--- config.mk ---
export PLATFORM = sky130hd
export DESIGN_NAME = cluster_xbar
export DESIGN_NICKNAME = d
export VERILOG_FILES = /design/src/rtl/cluster_xbar_pkg.sv /design/src/rtl/xbar_cfg_ctrl.sv /design/src/rtl/xbar_datapath.sv /design/src/rtl/cluster_xbar.sv
export SDC_FILE = /design/constraint.sdc
export NUM_CORES = 1
export LEC_CHECK = 0
export CORE_MARGIN = 10
export CORE_UTILIZATION = 51
export CTS_BUF_LIST = sky130_fd_sc_hd__clkbuf_4
export CTS_CLUSTER_DIAMETER = 80
export CTS_CLUSTER_SIZE = 24
export DETAILED_ROUTE_END_ITERATION = 6
export PLACE_DENSITY_LB_ADDON = 0.12
export SYNTH_ARGS = -nofsm -noshare
export SYNTH_HDL_FRONTEND = slang
export SYNTH_SLANG_ARGS = --single-unit
--- constraint.sdc ---
create_clock -name clk -period 1.3 [get_ports clk]
set_input_delay 0.26 -clock clk [delete_from_list [all_inputs] [get_ports clk]]
set_output_delay 0.26 -clock clk [all_outputs]
set_load 0.01 [all_outputs]
--- src/rtl/cluster_xbar_pkg.sv ---
package cluster_xbar_pkg;
  // Strobes from the configuration control to the datapath
  typedef struct packed {
    logic blank;
  } xbarStrobe_t;
endpackage

--- src/rtl/xbar_cfg_ctrl.sv ---
module xbar_cfg_ctrl
  import cluster_xbar_pkg::*;
#(
  parameter int CW = 20
) (
  input  logic          clk,
  input  logic          rstN,
  input  logic          cfgLoad,
  input  logic          cfgBit,
  input  logic          selBad,
  output logic [CW-1:0] cfgWord,
  output xbarStrobe_t   strobe,
  output logic          cfgErr
);
  // Serial configuration chain, new bit enters at the LSB
  always_ff @(posedge clk) begin
    if (!rstN) begin
      cfgWord <= '0;
    end else if (cfgLoad) begin
      cfgWord <= {cfgWord[CW-2:0], cfgBit};
    end
  end

  // Sticky error, cleared while a load is in progress
  always_ff @(posedge clk) begin
    if (!rstN) begin
      cfgErr <= 1'b0;
    end else if (cfgLoad) begin
      cfgErr <= 1'b0;
    end else if (selBad) begin
      cfgErr <= 1'b1;
    end
  end

  always_comb begin
    strobe.blank = cfgLoad;
  end
endmodule

--- src/rtl/xbar_datapath.sv ---
module xbar_datapath
  import cluster_xbar_pkg::*;
#(
  parameter int NIN   = 8,
  parameter int NLUT  = 2,
  parameter int KIN   = 2,
  parameter int L1W   = 3,
  parameter int FCIN  = 3,
  parameter int SEL1W = 2,
  parameter int SEL2W = 2,
  parameter int CW    = 20
) (
  input  logic [NIN-1:0]      clusterIn,
  input  logic [CW-1:0]       cfgWord,
  input  xbarStrobe_t         strobe,
  output logic [NLUT*KIN-1:0] lutPins,
  output logic                selBad
);
  localparam int NL1    = NLUT * L1W;
  localparam int NPIN   = NLUT * KIN;
  localparam int STEP   = (NIN / FCIN) > 0 ? (NIN / FCIN) : 1;
  localparam int L1BITS = NL1 * SEL1W;

  function automatic int srcIdx(int q, int s);
    return (q + s * STEP) % NIN;
  endfunction

  logic [NL1-1:0]  l1Flat;
  logic [NL1-1:0]  bad1;
  logic [NPIN-1:0] bad2;

  // First level: sparse, one group of L1W muxes per partition
  for (genvar p = 0; p < NLUT; p++) begin : g_part
    for (genvar m = 0; m < L1W; m++) begin : g_l1
      localparam int Q = p * L1W + m;
      logic [SEL1W-1:0] sel1;
      logic             pick1;
      logic             miss1;
      assign sel1 = cfgWord[Q*SEL1W +: SEL1W];
      always_comb begin
        pick1 = 1'b0;
        miss1 = 1'b1;
        for (int s = 0; s < FCIN; s++) begin
          if (sel1 == SEL1W'(s)) begin
            pick1 = clusterIn[srcIdx(Q, s)];
            miss1 = 1'b0;
          end
        end
      end
      assign l1Flat[Q] = pick1;
      assign bad1[Q]   = miss1;
    end

    // Second level: full within the partition
    for (genvar k = 0; k < KIN; k++) begin : g_l2
      localparam int R = p * KIN + k;
      logic [SEL2W-1:0] sel2;
      logic             pick2;
      logic             miss2;
      assign sel2 = cfgWord[L1BITS + R*SEL2W +: SEL2W];
      always_comb begin
        pick2 = 1'b0;
        miss2 = 1'b1;
        for (int j = 0; j < L1W; j++) begin
          if (sel2 == SEL2W'(j)) begin
            pick2 = l1Flat[p*L1W + j];
            miss2 = 1'b0;
          end
        end
      end
      assign bad2[R]    = miss2;
      assign lutPins[R] = strobe.blank ? 1'b0 : pick2;
    end
  end

  assign selBad = (|bad1) | (|bad2);
endmodule

--- src/rtl/cluster_xbar.sv ---
module cluster_xbar
  import cluster_xbar_pkg::*;
#(
  parameter int NIN  = 8,
  parameter int NLUT = 2,
  parameter int KIN  = 2,
  parameter int L1W  = 3,
  parameter int FCIN = 3
) (
  input  logic                clk,
  input  logic                rstN,
  input  logic [NIN-1:0]      clusterIn,
  input  logic                cfgLoad,
  input  logic                cfgBit,
  output logic [NLUT*KIN-1:0] lutPins,
  output logic                cfgErr
);
  localparam int SEL1W = (FCIN > 1) ? $clog2(FCIN) : 1;
  localparam int SEL2W = (L1W > 1) ? $clog2(L1W) : 1;
  localparam int CW    = NLUT * L1W * SEL1W + NLUT * KIN * SEL2W;

  logic [CW-1:0] cfgWord;
  xbarStrobe_t   strobe;
  logic          selBad;

  xbar_cfg_ctrl #(.CW(CW)) i_ctrl (
    .clk(clk), .rstN(rstN), .cfgLoad(cfgLoad), .cfgBit(cfgBit),
    .selBad(selBad), .cfgWord(cfgWord), .strobe(strobe), .cfgErr(cfgErr)
  );

  xbar_datapath #(
    .NIN(NIN), .NLUT(NLUT), .KIN(KIN), .L1W(L1W), .FCIN(FCIN),
    .SEL1W(SEL1W), .SEL2W(SEL2W), .CW(CW)
  ) i_dp (
    .clusterIn(clusterIn), .cfgWord(cfgWord), .strobe(strobe),
    .lutPins(lutPins), .selBad(selBad)
  );
endmodule

Word level (Yosys, flattened, before mapping). Index checks and enable logic that the tools add are counted.

Register bits: 21. Word-level logic and storage cells: 101. Output and inout port bits: 5.

Equality and inequality tests: 20. Reductions and logical operators: 13. Mux-type cells: 64. Bitwise operators: 2.

Operators with widths (number): $mux W1 (64); $eq A2 B1 Y1 const B (10); $eq A2 B2 Y1 const B (10); $logic_not A2 Y1 (10); $reduce_or A6 Y1 (1); $reduce_or A4 Y1 (1); $reduce_or A2 Y1 (1); $not A1 Y1 (1); $or A1 B1 Y1 (1).

Depth between registers and ports, before layout.
Depth in word-level cells: 8. Gate-level depth with buffers: 4. Mapped depth without buffers: 4.

Hierarchy. Synthesis repeated with hierarchy kept, for this count alone.

Cell total of the unflattened synthesis: 107. Area, all modules: 1119.8 um^2.

Modules (own cells, without submodules): xbar_cfg_ctrl (sequential area each 420.4 um^2, times used 1, cells each 69, area an instance 823.3 um^2); xbar_datapath (sequential area each 0.0 um^2, times used 1, cells each 38, area an instance 296.5 um^2).

Worst setup path after synthesis. No wires, ideal clock.

Path kind: input port to output port. From: input cfgLoad. To: output lutPins[0]. Data arrival time: 1.030 ns. Buffers on the path: 2. Data required time: 1.040 ns. Cell stages on the path: 3. Slack: 0.010 ns. Path through: buf_2 -> buf_4 -> o32ai_1.

Cells in the longest elaborated chain, start to end: 1.

Ends and longest elaborated chain: start: declaration (RTL line cluster_xbar.sv:13) `input logic cfgLoad,`; $mux W1 (RTL line xbar_datapath.sv:72) `assign lutPins[R] = strobe.blank ? 1'b0 : pick2;`; end: declaration (RTL line cluster_xbar.sv:15) `output logic [NLUT*KIN-1:0] lutPins,`.

No other way between the ends.

Worst setup path in the final report.
From: register i_ctrl.cfgWord[9]. To: output lutPins[3].

Cells in the longest elaborated chain, start to end: 7. Elaborated cells on any way between the ends: 9. Those cells by class: 2 x eq/ne; 6 x mux; 1 x reduce/logical.

Ends and longest elaborated chain: start: declaration (RTL line xbar_cfg_ctrl.sv:11) `output logic [CW-1:0] cfgWord,`; start signal: assignment (RTL line xbar_cfg_ctrl.sv:20) `cfgWord <= {cfgWord[CW-2:0], cfgBit};`; $logic_not A2 Y1 (RTL line xbar_datapath.sv:44) `if (sel1 == SEL1W'(s)) begin`; $mux W1 (2 in series) (RTL line xbar_datapath.sv:44); $mux W1 (*) (RTL line xbar_datapath.sv:44); $mux W1 (*) (2 in series) (RTL line xbar_datapath.sv:65) `if (sel2 == SEL2W'(j)) begin`; $mux W1 (*) (RTL line xbar_datapath.sv:72).

Mark *: on every way between the ends. The rest lies on a longest branch, timed or not.

==> results.yml <==
status:
  status: "complete, but fails checks"
  violations: "negative setup slack"
floorplanning:
  die_h_um: 65.1
  ioPinCount: 17
  die_area_sq_um: 4240
  core-area_sq_um: 1940
  start_util_pct: 53.4
  dieWidth_um: 65.1
  rows: 16
global_routing:
  grt_usage_pct: 13.1
  overflow: 0
  grt_max_degree: 18
  antenna_found_initial: 0
  grt_pass1_vias: 1034
  grt_pass1_wl_um: 4560
layout:
  n_antenna_cell: 0
  drive_gt1_share_pct: 31.6
  final_util_pct: 75.1
  area_delta_synth_final_pct: 40.7
  finalInstanceArea_sq_um: 1460
  nNetsFinal: 168
sta:
  fmax_ghz: 0.573
  skew_ns: 0.00345
  hold_viol_final: 0
  setup_viol: 4
  finalMaxSlewViolations: 0
  fin_crit_ns: 1.75
  worst_slack_ns: -0.445
  final.setup.tns_ns: -1.63
  rsz0062_at_grt: "true"
  maxSlewHeadroom_pct: 78.5
  worstMarginPinSlew_ns: 0.321
  finalCritPeriodShare_pct: 134
power_and_ir_drop:
  totalPowerFinal_mw: 1.13
  leakage_nw: 0.651
  ir_drop_uv: 658
  pwr_density_cell_nw_per_um2: 772
synthesis:
  avgSynthCellArea_sq_um: 9.52
  synthAdderAreaFrac_pct: 0
  synthMuxAreaShare_pct: 25.1
  yosysSeqAreaShare_pct: 40.5
  synth_top_family_by_area: "multiplexers"
  synth_cell_types: 22
  synth-seq-cells: 21
  synth_warnings: 0
  postSynthCellCount: 109
  syn_area_sq_um: 1040
  synth_xor_xnor_area_share_pct: 0
  synth_simple_gate_area_share_pct: 16.4
  synth_fp_nets: 121
  synth_compound_area_share_pct: 13.9
setup_path:
  crit_required_ns: 1.04
  worstPathArrival_ns: 1.49
  rr_startpoint: "i_ctrl.cfgWord[7]"
  r2r_cells: 4
  r2r_end: "i_ctrl.cfgErr"
  path_class: "reg -> out"
  worstPathMaxFanout: 2
  r2r_setup_slack_ns: 0.14
  cp-start-kind: "register"
  end_kind: "primary output"
place:
  io_buffers: 16
  gp_congestion: 0.807
  dp_hpwl_um: 2080
  placed_area_sq_um: 1450
  dp_slack_ns: -0.959
min_path:
  hold_end: "i_ctrl.cfgWord[17]"
  hold_depth: 4
  min_from: "cfgLoad"
  hp-class: "in -> reg"
clocking:
  numCtsBuffers: 3
  cts_hold_buf: 0
  clockBufferDepth: 2
  cts_root_buf: "clkbuf_4"
  cts_max_level: 1
  path_clk_slew_ns: 0.12
  cts_tree: "built"
  cts_sinks: 21
  clk_latency_ns: 0.30
detailed_routing:
  avgRoutedWirePerCell_um: 14.1
  drcViolationCount: 0
  drt_iter0_drc: 25
  ant_nets: 0
  dr.pass1.iters: 4
  avgViaCountPerCell: 5.35
  route.vias.total: 973
  drt-total-wl_um: 2570
run:
  maxCapViolations: 0
==> through the flow <==
stage / std cells / hold WS [ns]
CTS: 182 / 0.499
global route: 182 / 0.559
global placement: 178 / 0.526
finish: 182 / 0.520
detailed placement: 178 / 0.550
floorplan: 109 / 0.407
==> placed cells by master, fill, tap and decap left out <==
master           instances
or3b_1                   3
clkbuf_4                 3
a31oi_1                  2
buf_12                   1
or3b_2                   1
buf_4                   30
o32ai_1                  3
a222oi_1                 1
clkdlybuf4s50_1          2
dfxtp_1                 17
nor2_1                  24
buf_2                    4
nand3b_1                 4
inv_1                    3
nand2_1                  4
o21ai_2                  2
mux2i_1                 26
a211oi_1                 1
a221oi_2                 1
clkinv_2                 1
o32ai_2                  1
dfxtp_2                  4
o22ai_1                  4
a311oi_1                 1
dlygate4sd2_1           10
a22o_2                   1
a22o_1                   1
==> kinds of logic (layout without fill, tap and decap cells) <==
logic type,Yosys count,count (layout)
and+or+nand+nor,36,36
muxes,26,26
DFF,21,21
AOI/OAI and AO/OA,18,18
buffers and inverters,8,54
==> synthesized netlist by cell type (all sizes together) <==
library cell | count | area, sq um
a211oi | 1 | 7.51
a221oi | 1 | 8.76
a222oi | 1 | 10.0
a22o | 2 | 18.8
a311oi | 1 | 8.76
a31oi | 2 | 12.5
buf | 3 | 23.8
clkbuf | 2 | 7.51
dfxtp | 21 | 420
inv | 3 | 11.3
mux2i | 26 | 260
nand2 | 4 | 15.0
nand3b | 4 | 30.0
nor2 | 24 | 90.1
o21ai | 2 | 17.5
o22ai | 4 | 25.0
o32ai | 4 | 35.0
or3b | 4 | 35.0
==> final cells by class <==
| cell class | count | area (sq um) |
|---|---|---|
| inverter | 3 | 11.3 |
| fill | 160 | 483 |
| multi-input combinational | 80 | 588 |
| timing repair buffer | 47 | 373 |
| clock buffer | 3 | 22.5 |
| sequential | 21 | 425 |
| clock inverter | 1 | 5.00 |
| tap | 27 | 33.8 |
==> repair_timing <==
action	CTS	global route
resized for setup	33	2
endpoints found under the hold margin	0	0
buffers inserted	0	0
pin swaps	5	1
endpoints found under the setup margin	5	5
==> worst max-delay path by stage <==
stage                            from    endpoint  slack, ns
detailed placement            cfgLoad  lutPins[3]      -0.96
CTS                 i_ctrl.cfgWord[7]  lutPins[2]      -0.48
finish              i_ctrl.cfgWord[9]  lutPins[3]      -0.45
global route        i_ctrl.cfgWord[7]  lutPins[2]      -0.55
floorplan                     cfgLoad  lutPins[0]       0.01
global placement              cfgLoad  lutPins[1]      -0.91
==> layer usage <==
metal,vias up,part of all wire (%),track usage (%)
met2,19,51,23.5
met3,4,3.4,2.71
met4,0,1.1,5.61
met1,457,45,14.5
met5,-,0,0
li1,493,-,-
==> power by group <==
| group | leakage (nW) | internal (mW) | total (mW) | switching, mW |
|---|---|---|---|---|
| sequential | 0.171 | 0.647 | 0.651 | 0.00329 |
| combinational | 0.462 | 0.0858 | 0.160 | 0.0743 |
| clock | 0.0177 | 0.115 | 0.315 | 0.200 |
==> state kept, by name, summed over array words and instances, names as in the netlist <==
| register | cells |
|---|---|
| i_ctrl.cfgWord | 20 |
| i_ctrl.cfgErr | 1 |
==> critical path: stages, from the launching register on <==
cell,delay (ns)
dfxtp_2,0.36
mux2i_1,0.19
nor2_1,0.06
a31oi_1,0.28
o32ai_2,0.14
buf_2,0.16
No activity file was read; power rests on OpenSTA's default activity.
